<file path="src/rtl/ars_pkg.sv">
package ars_pkg;
    localparam int unsigned BYTE_W = 8;
    localparam int unsigned NIB_W  = 4;

    typedef struct packed {
        logic cf;
        logic pf;
        logic af;
        logic zf;
        logic sf;
        logic of;
    } ars_flags_t;
endpackage

</file>
<file path="src/rtl/ars_adder.sv">
module ars_adder
    import ars_pkg::*;
#(
    parameter int unsigned W = 16
) (
    input  logic [W-1:0] opa,
    input  logic [W-1:0] opb,
    input  logic         wide,
    output logic [W-1:0] sum,
    output logic         c_out,
    output logic         c_aux,
    output logic         ovf
);
    localparam int unsigned HI_W = W - BYTE_W;

    logic [W:0]        full_s;
    logic [BYTE_W:0]   byte_s;
    logic [NIB_W:0]    nib_s;
    logic              sa, sb, sr;

    always_comb begin
        full_s = {1'b0, opa} + {1'b0, opb};
        byte_s = {1'b0, opa[BYTE_W-1:0]} + {1'b0, opb[BYTE_W-1:0]};
        nib_s  = {1'b0, opa[NIB_W-1:0]} + {1'b0, opb[NIB_W-1:0]};
        c_aux  = nib_s[NIB_W];
        if (wide) begin
            sum   = full_s[W-1:0];
            c_out = full_s[W];
            sa    = opa[W-1];
            sb    = opb[W-1];
            sr    = full_s[W-1];
        end else begin
            sum   = {{HI_W{1'b0}}, byte_s[BYTE_W-1:0]};
            c_out = byte_s[BYTE_W];
            sa    = opa[BYTE_W-1];
            sb    = opb[BYTE_W-1];
            sr    = byte_s[BYTE_W-1];
        end
        ovf = (sa == sb) && (sr != sa);
    end
endmodule

</file>
<file path="src/rtl/ars_flaggen.sv">
module ars_flaggen
    import ars_pkg::*;
#(
    parameter int unsigned W = 16
) (
    input  logic [W-1:0] sum,
    input  logic         wide,
    input  logic         c_out,
    input  logic         c_aux,
    input  logic         ovf,
    output ars_flags_t   flags
);
    always_comb begin
        flags.cf = c_out;
        flags.pf = ~^sum[BYTE_W-1:0];
        flags.af = c_aux;
        flags.zf = wide ? (sum == '0) : (sum[BYTE_W-1:0] == '0);
        flags.sf = wide ? sum[W-1] : sum[BYTE_W-1];
        flags.of = ovf;
    end
endmodule

</file>
<file path="src/rtl/ars_top.sv">
module ars_top
    import ars_pkg::*;
#(
    parameter int unsigned W     = 16,
    parameter int unsigned CTL_W = 3
) (
    input  logic             clk,
    input  logic             rst_n,
    input  logic [W-1:0]     opa,
    input  logic [W-1:0]     opb,
    input  logic             wide,
    input  logic             upd_en,
    input  logic [CTL_W-1:0] ctl_in,
    output logic [W-1:0]     sum,
    output logic             carry_f,
    output logic             parity_f,
    output logic             aux_f,
    output logic             zero_f,
    output logic             sign_f,
    output logic             ovf_f,
    output logic [CTL_W-1:0] ctl_out
);
    logic       c_out, c_aux, ovf;
    ars_flags_t nxt_flags;
    ars_flags_t flag_q;

    ars_adder #(.W(W)) u_add (
        .opa(opa), .opb(opb), .wide(wide),
        .sum(sum), .c_out(c_out), .c_aux(c_aux), .ovf(ovf)
    );

    ars_flaggen #(.W(W)) u_flg (
        .sum(sum), .wide(wide), .c_out(c_out), .c_aux(c_aux), .ovf(ovf),
        .flags(nxt_flags)
    );

    // RESET clears the register; in RUN each edge is LOAD or HOLD
    always_ff @(posedge clk or negedge rst_n) begin
        if (!rst_n)
            flag_q <= '0;
        else if (upd_en)
            flag_q <= nxt_flags;
    end

    always_comb begin
        carry_f  = flag_q.cf;
        parity_f = flag_q.pf;
        aux_f    = flag_q.af;
        zero_f   = flag_q.zf;
        sign_f   = flag_q.sf;
        ovf_f    = flag_q.of;
        ctl_out  = ctl_in;
    end

    p_hold_r8: assert property (@(posedge clk) disable iff (!rst_n)
        !upd_en |=> $stable({carry_f, parity_f, aux_f, zero_f, sign_f, ovf_f}));

    p_byte_hi_r1: assert property (@(posedge clk) disable iff (!rst_n)
        !wide |-> (sum[W-1:BYTE_W] == '0));

    p_zero_r5: assert property (@(posedge clk) disable iff (!rst_n)
        upd_en |=> zero_f == ($past(wide) ? ($past(sum) == '0)
                                          : ($past(sum[BYTE_W-1:0]) == '0)));

    p_sign_r6: assert property (@(posedge clk) disable iff (!rst_n)
        upd_en |=> sign_f == ($past(wide) ? $past(sum[W-1]) : $past(sum[BYTE_W-1])));

    p_ovf_byte_r7: assert property (@(posedge clk) disable iff (!rst_n)
        (upd_en && !wide && (opa[BYTE_W-1] == opb[BYTE_W-1]))
        |=> ovf_f == ($past(opa[BYTE_W-1]) != $past(sum[BYTE_W-1])));

    p_carry_r2: assert property (@(posedge clk) disable iff (!rst_n)
        (upd_en && wide && opa[W-1] && opb[W-1]) |=> carry_f);
endmodule

</file>
<file path="config.mk">
export PLATFORM = sky130hd
export DESIGN_NAME = ars_top
export DESIGN_NICKNAME = d
export VERILOG_FILES = /design/src/rtl/ars_pkg.sv /design/src/rtl/ars_adder.sv /design/src/rtl/ars_flaggen.sv /design/src/rtl/ars_top.sv
export SDC_FILE = /design/constraint.sdc
export NUM_CORES = 1
export LEC_CHECK = 0
export ABC_AREA = 0
export BUFFER_PORTS_ARGS = -buffer_cell sky130_fd_sc_hd__buf_4
export CORE_UTILIZATION = 50
export CTS_CLUSTER_SIZE = 40
export DETAILED_ROUTE_END_ITERATION = 12
export GPL_ROUTABILITY_DRIVEN = 0
export PLACE_DENSITY = 0.85
export SLEW_MARGIN = 25
export SYNTH_ARGS = -nofsm -noshare
export SYNTH_HDL_FRONTEND = slang
export SYNTH_SLANG_ARGS = --single-unit
</file>
<file path="constraint.sdc">
create_clock -name clk -period 5.8 [get_ports clk]
set_input_delay 0.29 -clock clk [delete_from_list [all_inputs] [get_ports clk]]
set_output_delay 0.29 -clock clk [all_outputs]
set_load 0.01 [all_outputs]
</file>
After elaboration in Yosys (flattened, before gate mapping):

Cells that the tools add are included.

* add/sub/neg operators: 3
* equal/unequal tests: 2
* muxes and demuxes: 7
* reduce and logical (&&, ||, !) cells: 4

Operators with widths (number)
* $add 16x16->17: 1
* $logic_not 16->1: 1
* $mux 16: 1
* $add 8x8->9: 1
* $logic_not 8->1: 1
* $reduce_xnor 8->1: 1
* $mux 1: 6
* $add 4x4->5: 1
* $eq 1x1->1: 1
* $logic_and 1x1->1: 1
* $ne 1x1->1: 1

* register bits after elaboration: 6
* input port bits: 39
* output and inout bits: 25
* word-level logic and storage cells: 22

Logic depth before layout (Yosys ltp):

Gate-level depths: netlist (run 1).

* word-level depth: 4
* gate-level depth with buffers: 12
* gate-level depth less buffers: 12

Hierarchy:

Synthesis (run 1) repeated with hierarchy kept, for this count alone.

* cells, all modules: 161
* area total of the unflattened synthesis: 1328.8 µm²

By module, submodules not included
* ars_adder: times used 1, cells each 120, area an instance 879.6 µm², seq. area each 0.0 µm²
* ars_top: times used 1, cells each 16, area an instance 274.0 µm², seq. area each 150.1 µm²
* ars_flaggen: times used 1, cells each 25, area an instance 175.2 µm², seq. area each 0.0 µm²

Worst setup path before layout (run 1):

No wires, ideal clock.

* path kind: input to register
* start point: in opa[0]
* end point: reg flag_q, in the netlist parity_f
* setup time: 0.125 ns
* arrival time: 2.401 ns
* data required time: 5.675 ns
* setup slack: 3.275 ns
* stages: 12
* path buffers: 0
* cells stage by stage: ha_1 inv_1 fa_1 nor2b_1 o31a_1 o21ai_0 nor2b_1 xnor2_1 ha_1 xnor2_1 xnor2_1 mux2_2

* word-level cells in the longest chain between the ends: 3
* elaborated cells between the ends (all ways): 4
* classes of those cells: add/sub (2); mux (1); reduce/logical (1)

RTL lines
* start: declaration: line ars_top.sv:9 `input logic [W-1:0] opa,`
* $add 16x16->17 / $add 8x8->9 (equally long branches): line ars_adder.sv:22, ars_adder.sv:23
* $mux 16 (*): line ars_adder.sv:26 `if (wide) begin`
* $reduce_xnor 8->1 (*): line ars_flaggen.sv:15 `flags.pf = ~^sum[BYTE_W-1:0];`
* end signal: assignment: line ars_top.sv:42 `flag_q <= nxt_flags;`
* end: declaration: line ars_top.sv:25 `ars_flags_t flag_q;`

Mark *: on every way between the ends. The rest lies on a longest branch, timed or not.
A chain may end at the register's enable or synchronous reset.

Worst setup path after layout (run 1):

* start point: in opa[0]
* end point: out sum[14]

* word-level cells in the longest chain between the ends: 2

RTL lines
* $add 16x16->17: line ars_adder.sv:22 `full_s = {1'b0, opa} + {1'b0, opb};`
* $mux 16: line ars_adder.sv:26
* end: declaration: line ars_top.sv:14 `output logic [W-1:0] sum,`

Every way passes these cells.

==> results of run 1 <==
state kept, by name, indices dropped and copies added, names as in the netlist:
signal	count
aux_f	1
carry_f	1
ovf_f	1
parity_f	1
sign_f	1
zero_f	1
final timing paths:
check	from	endpoint	depth (start not counted)
worst min-delay path	upd_en	sign_f	2
worst max-delay path	opa[0]	sum[14]	11
worst max register to register	carry_f	carry_f	2
max in group asynchronous	rst_n	aux_f	2
worst min register to register	zero_f	zero_f	2
min in group asynchronous	rst_n	parity_f	2
Yosys cell counts, drive strengths merged, types with 2 or more instances:
cell type	count	area [sq um]
nor4	2	12.5
a211oi	2	20.0
or2	2	15.0
a21oi	9	45.0
ha	20	250
a21o	6	46.3
nand4	2	12.5
or3	2	12.5
clkbuf	3	21.3
nand2b	2	12.5
nand2	10	37.5
o31a	3	27.5
o21a	4	30.0
nor2	14	52.6
nor3	5	25.0
o31ai	5	42.5
nand3	2	10.0
mux2	2	22.5
buf	4	33.8
and2	6	38.8
and3	2	13.8
mux2i	4	40.0
dfrtp	6	150
inv	16	60.1
nand3b	2	15.0
nor2b	3	18.8
xnor2	5	43.8
o21ai	7	35.0
xor2	8	70.1
logic make-up (layout without fill, tap and decap cells):
logic type | Yosys count | count (layout) | synth area share, %
flops | 6 | 6 | 10.6
fa+ha+maj | 21 | 21 | 19.1
compound gates | 47 | 47 | 26.4
simple gates | 60 | 60 | 23.2
xor+xnor | 13 | 13 | 8.06
mux | 6 | 6 | 4.43
buf+inv | 23 | 77 | 8.15
worst max-delay path: stages:
cell and delay [ns]:
buf_4 0.08, ha_1 0.20, inv_1 0.07, fa_1 0.41
nor2b_1 0.18, o31a_1 0.19, o2111ai_1 0.16, and3_2 0.25
nor4b_1 0.33, nand2b_1 0.15, buf_4 0.12
per-layer routing:
| layer | share of wire [%] | up-vias | routed length [um] | GRT usage [%] |
|---|---|---|---|---|
| met5 | 0 | - | 0 | 0 |
| met4 | 1.4 | 0 | 53 | 7.50 |
| met3 | 7.9 | 6 | 296 | 4.64 |
| met2 | 51 | 78 | 1910 | 53.6 |
| met1 | 39 | 697 | 1470 | 27.1 |
| li1 | - | 750 | - | - |
where the power goes:
part / total (uW) / switching [uW] / internal, uW / leakage, uW
Combinational: 242 / 118 / 124 / 0.000874
Clock: 41.5 / 17.9 / 23.6 / 0.0000138
Sequential: 55.6 / 4.96 / 50.6 / 0.0000741
through the flow:
| step | total power (uW) | cells | setup slack (ns) |
|---|---|---|---|
| 4_1_cts | 340 | 260 | 3.09 |
| 6_report | 339 | 260 | 3.09 |
| 3_3_place_gp | 288 | 256 | 3.10 |
| 3_5_place_dp | 297 | 256 | 2.96 |
| 2_1_floorplan | 213 | 176 | 3.27 |
| 5_1_grt | 370 | 260 | 2.87 |
layout make-up:
class,instances,area [sq um]
clock buffers,3,22.5
well taps,30,37.5
flip-flops and latches,6,150
multi-input cells,147,1150
fillers,198,712
repair buffers,58,438
inverters,16,60.1
repair_timing:
item                       4_1_cts  5_1_grt
hold endpoints to repair         6        0
setup endpoints to repair        0        0
hold buffers                     1        0
buffers inserted                 0        0
==> out/metrics.cfg, run 1 <==
[floorplanning]
die-area_sq_mm = 0.00304
placement_rows = 18
die_x_um = 55.2
start_util_pct = 55.0
core_area_sq_mm = 0.00257
die_h_um = 55.2
pin_count = 64

[drt]
via_per_inst = 5.89
drc_errors = 0
detail-route-antenna-nets = 0
wirelength_mm = 3.74
num_vias = 1531
drtIter0Drc = 35
drtPass1Iterations = 4
wl_per_cell_um = 14.4

[critical_path]
critPathMaxFanout = 3
r2r_setup_slack_ns = 5.05
cp-start-kind = input port
critPathRequiredTime_ns = 5.51
setup.worst_path.class = input port to output pin
cp-end-kind = output pin
worst_ep_arrival_time_ns = 2.42

[placement]
dp_hpwl_mm = 3.19
io_buffers = 57
placed_area_sq_mm = 0.00182

[clocking]
clk_latency_ns = 0.25
htreeDepth = 1
cts_tree = yes
path_clk_slew_ns = 0.04
clockBufferDepth = 2
cts_sinks = 6
cts-resized-gates = 0
cts-root-buf = clkbuf_4
cts_made_buffers = 3

[global_route]
grt.total_usage_pct = 26.5
grt_overflow_total = 0
antenna_found_initial = 0
grt_first_pass_wirelength_mm = 5.82
grt_pass1_vias = 1473
grt_max_degree = 18

[status]
outcome = finished clean

[timing]
min_period_over_period_pct = 46.7
setup_viol = 0
finalHoldViolCount = 0
fmax_ghz = 0.369
slew_violations = 0
max_slew_margin_pct = 68.7
max_slew.worst_pin.slew_ns = 0.468
whs_ns = 0.286
fin_tns_setup_ns = 0
min_period_ns = 2.71
grt_setup_unrepaired = false
skew_ns = 0

[synth]
synth-seq-cells = 6
synth.yosys.seq_area_share_pct = 10.6
ys.flop_type = dfrtp_1
synth-edff-count = 0
syn-num-nets = 236
syn_avg_cell_area_sq_um = 8.03
ys_warn_count = 0
async_flop_share_pct = 100
synthesis.instances = 176
synth_cell_types = 56
syn-cell-area_sq_mm = 0.00141

[finish]
fin_util_pct = 72.3
postLayoutCellArea_sq_mm = 0.00186
diodes = 0
drive_above_1_share_pct = 33.9
syn_to_final_growth_pct = 31.4
nets = 292
layout_commonest_cell = buf_4
final_cell_mix = buf_4 (57), ha_1 (20), inv_1 (16)

[pwr]
pwr_density_cell_mw_per_mm2 = 183
vdd_drop_max_mv = 0.176
p_leak_uw = 0.000962

[worst_hold_path]
hp-class = input port to register

[job]
drv_cap = 0

No activity file was read; power rests on OpenSTA's default activity.
==> run 2: changes to the inputs <==
--- a/config.mk
+++ b/config.mk
@@ -7,11 +7,11 @@
 export LEC_CHECK = 0
 export ABC_AREA = 0
 export BUFFER_PORTS_ARGS = -buffer_cell sky130_fd_sc_hd__buf_4
-export CORE_UTILIZATION = 50
+export CORE_UTILIZATION = 48
 export CTS_CLUSTER_SIZE = 40
 export DETAILED_ROUTE_END_ITERATION = 12
 export GPL_ROUTABILITY_DRIVEN = 0
-export PLACE_DENSITY = 0.85
+export PLACE_DENSITY = 0.82
 export SLEW_MARGIN = 25
 export SYNTH_ARGS = -nofsm -noshare
 export SYNTH_HDL_FRONTEND = slang
==> constraint.sdc (replaced) <==
create_clock -name clk -period 2.6 [get_ports clk]
set_input_delay 0.13 -clock clk [delete_from_list [all_inputs] [get_ports clk]]
set_output_delay 0.13 -clock clk [all_outputs]
set_load 0.01 [all_outputs]
==> out/metrics.cfg, run 2 (synthesized netlist as in run 1, its figures left out) <==
[timing]
fmax_ghz = 0.419
finalHoldViolCount = 0
min_period_ns = 2.38
max_slew_margin_pct = 70.9
min_period_over_period_pct = 91.7
skew_ns = 0
slew_violations = 0
max_slew.worst_pin.slew_ns = 0.435
whs_ns = 0.130
grt_setup_unrepaired = false
setup_viol = 0
setup_ws_ns = 0.216

[global_route]
grt_overflow_total = 0
antenna_found_initial = 0
grt_pass1_vias = 1285
grt_max_degree = 18
grt.total_usage_pct = 21.9
grt_first_pass_wirelength_mm = 5.61

[finish]
postLayoutCellArea_sq_mm = 0.00187
layout_commonest_cell = buf_4
final_cells = 263
fin_util_pct = 67.3
syn_to_final_growth_pct = 32.5
final_cell_mix = buf_4 (59), ha_1 (20), inv_1 (16)
multi_input_area_sq_mm = 0.00115
drive_above_1_share_pct = 34.5
nets = 294
diodes = 0
fillers = 248
ff_latch_area_sq_um = 150

[clocking]
clockBufferDepth = 2
cts-root-buf = clkbuf_4
clk_latency_ns = 0.25
cts_tree = yes
htreeDepth = 1
cts_sinks = 6
cts_made_buffers = 3
cts-resized-gates = 0
path_clk_slew_ns = 0.05
cts_setup_buffers = 0

[drt]
drc_errors = 0
drtIter0Drc = 53
via_per_inst = 5.67
wl_per_cell_um = 13.0
detail-route-antenna-nets = 0
wirelength_mm = 3.43
drtPass1Iterations = 4
num_vias = 1491

[pwr]
p_leak_uw = 0.000972
vdd_drop_max_mv = 0.404
pwr_density_cell_mw_per_mm2 = 406

[floorplanning]
die_x_um = 56.3
start_util_pct = 50.8
core_area_sq_mm = 0.00278
die_h_um = 56.3
die-area_sq_mm = 0.00316
pin_count = 64
placement_rows = 19

[placement]
io_buffers = 57
dp_hpwl_mm = 2.87
placed_area_sq_mm = 0.00184
pre_cts_ws_ns = -0.0402
dp.cells = 259

[critical_path]
critPathRequiredTime_ns = 2.74
setup.worst_path.class = input port to register
cp-end-kind = register
critPathMaxFanout = 3
cp-start-kind = input port
worst_ep_arrival_time_ns = 2.52
r2r_setup_slack_ns = 1.84

[status]
outcome = finished clean

[worst_hold_path]
hp-class = input port to register

[job]
drv_cap = 0

## run 2: worst paths after layout
path                       startpoint        to  cells past startpoint
max in group asynchronous       rst_n    sign_f                      2
max reg2reg                  parity_f  parity_f                      1
min in group asynchronous       rst_n  parity_f                      2
min                            upd_en    sign_f                      2
min reg2reg                    zero_f    zero_f                      2
max                            opa[0]  parity_f                     13
## run 2: power by group
group,internal (uW),switching [uW]
combinational,283,263
clock,52.4,36.9
sequential,113,11.4
total,448,311
## run 2: metrics by stage
step,power (uW),TNS [ns]
2_1_floorplan,475,0
3_3_place_gp,654,0
3_5_place_dp,666,-0.0570
4_1_cts,760,0
5_1_grt,826,0
6_report,759,0
## run 2: critical path: stages
cell	delay, ns
buf_4	0.08
ha_1	0.16
inv_1	0.06
fa_1	0.40
nor2b_1	0.17
o31a_1	0.19
o21ai_0	0.11
nor2b_1	0.16
xnor2_1	0.20
ha_1	0.28
xnor2_1	0.20
xnor2_1	0.09
mux2_2	0.26
## run 2: layout make-up
cell class	count	area share (%)
inverter	16	3.21
tap	31	2.07
sequential	6	8.02
clock buffer	3	1.20
timing repair buffer	60	24.2
multi-input combinational	147	61.3
## run 2: repair_timing
item | in CTS | in global routing
setup endpoints to repair | 0 | 0
hold endpoints to repair | 6 | 0
hold buffers | 1 | 0
## run 2: metal layers
metal,up-vias,global-route usage [%],wire [um]
li1,753,-,-
met1,679,30.0,1570
met2,55,37.1,1670
met3,4,2.53,179
met4,0,4.53,9
met5,-,0,0
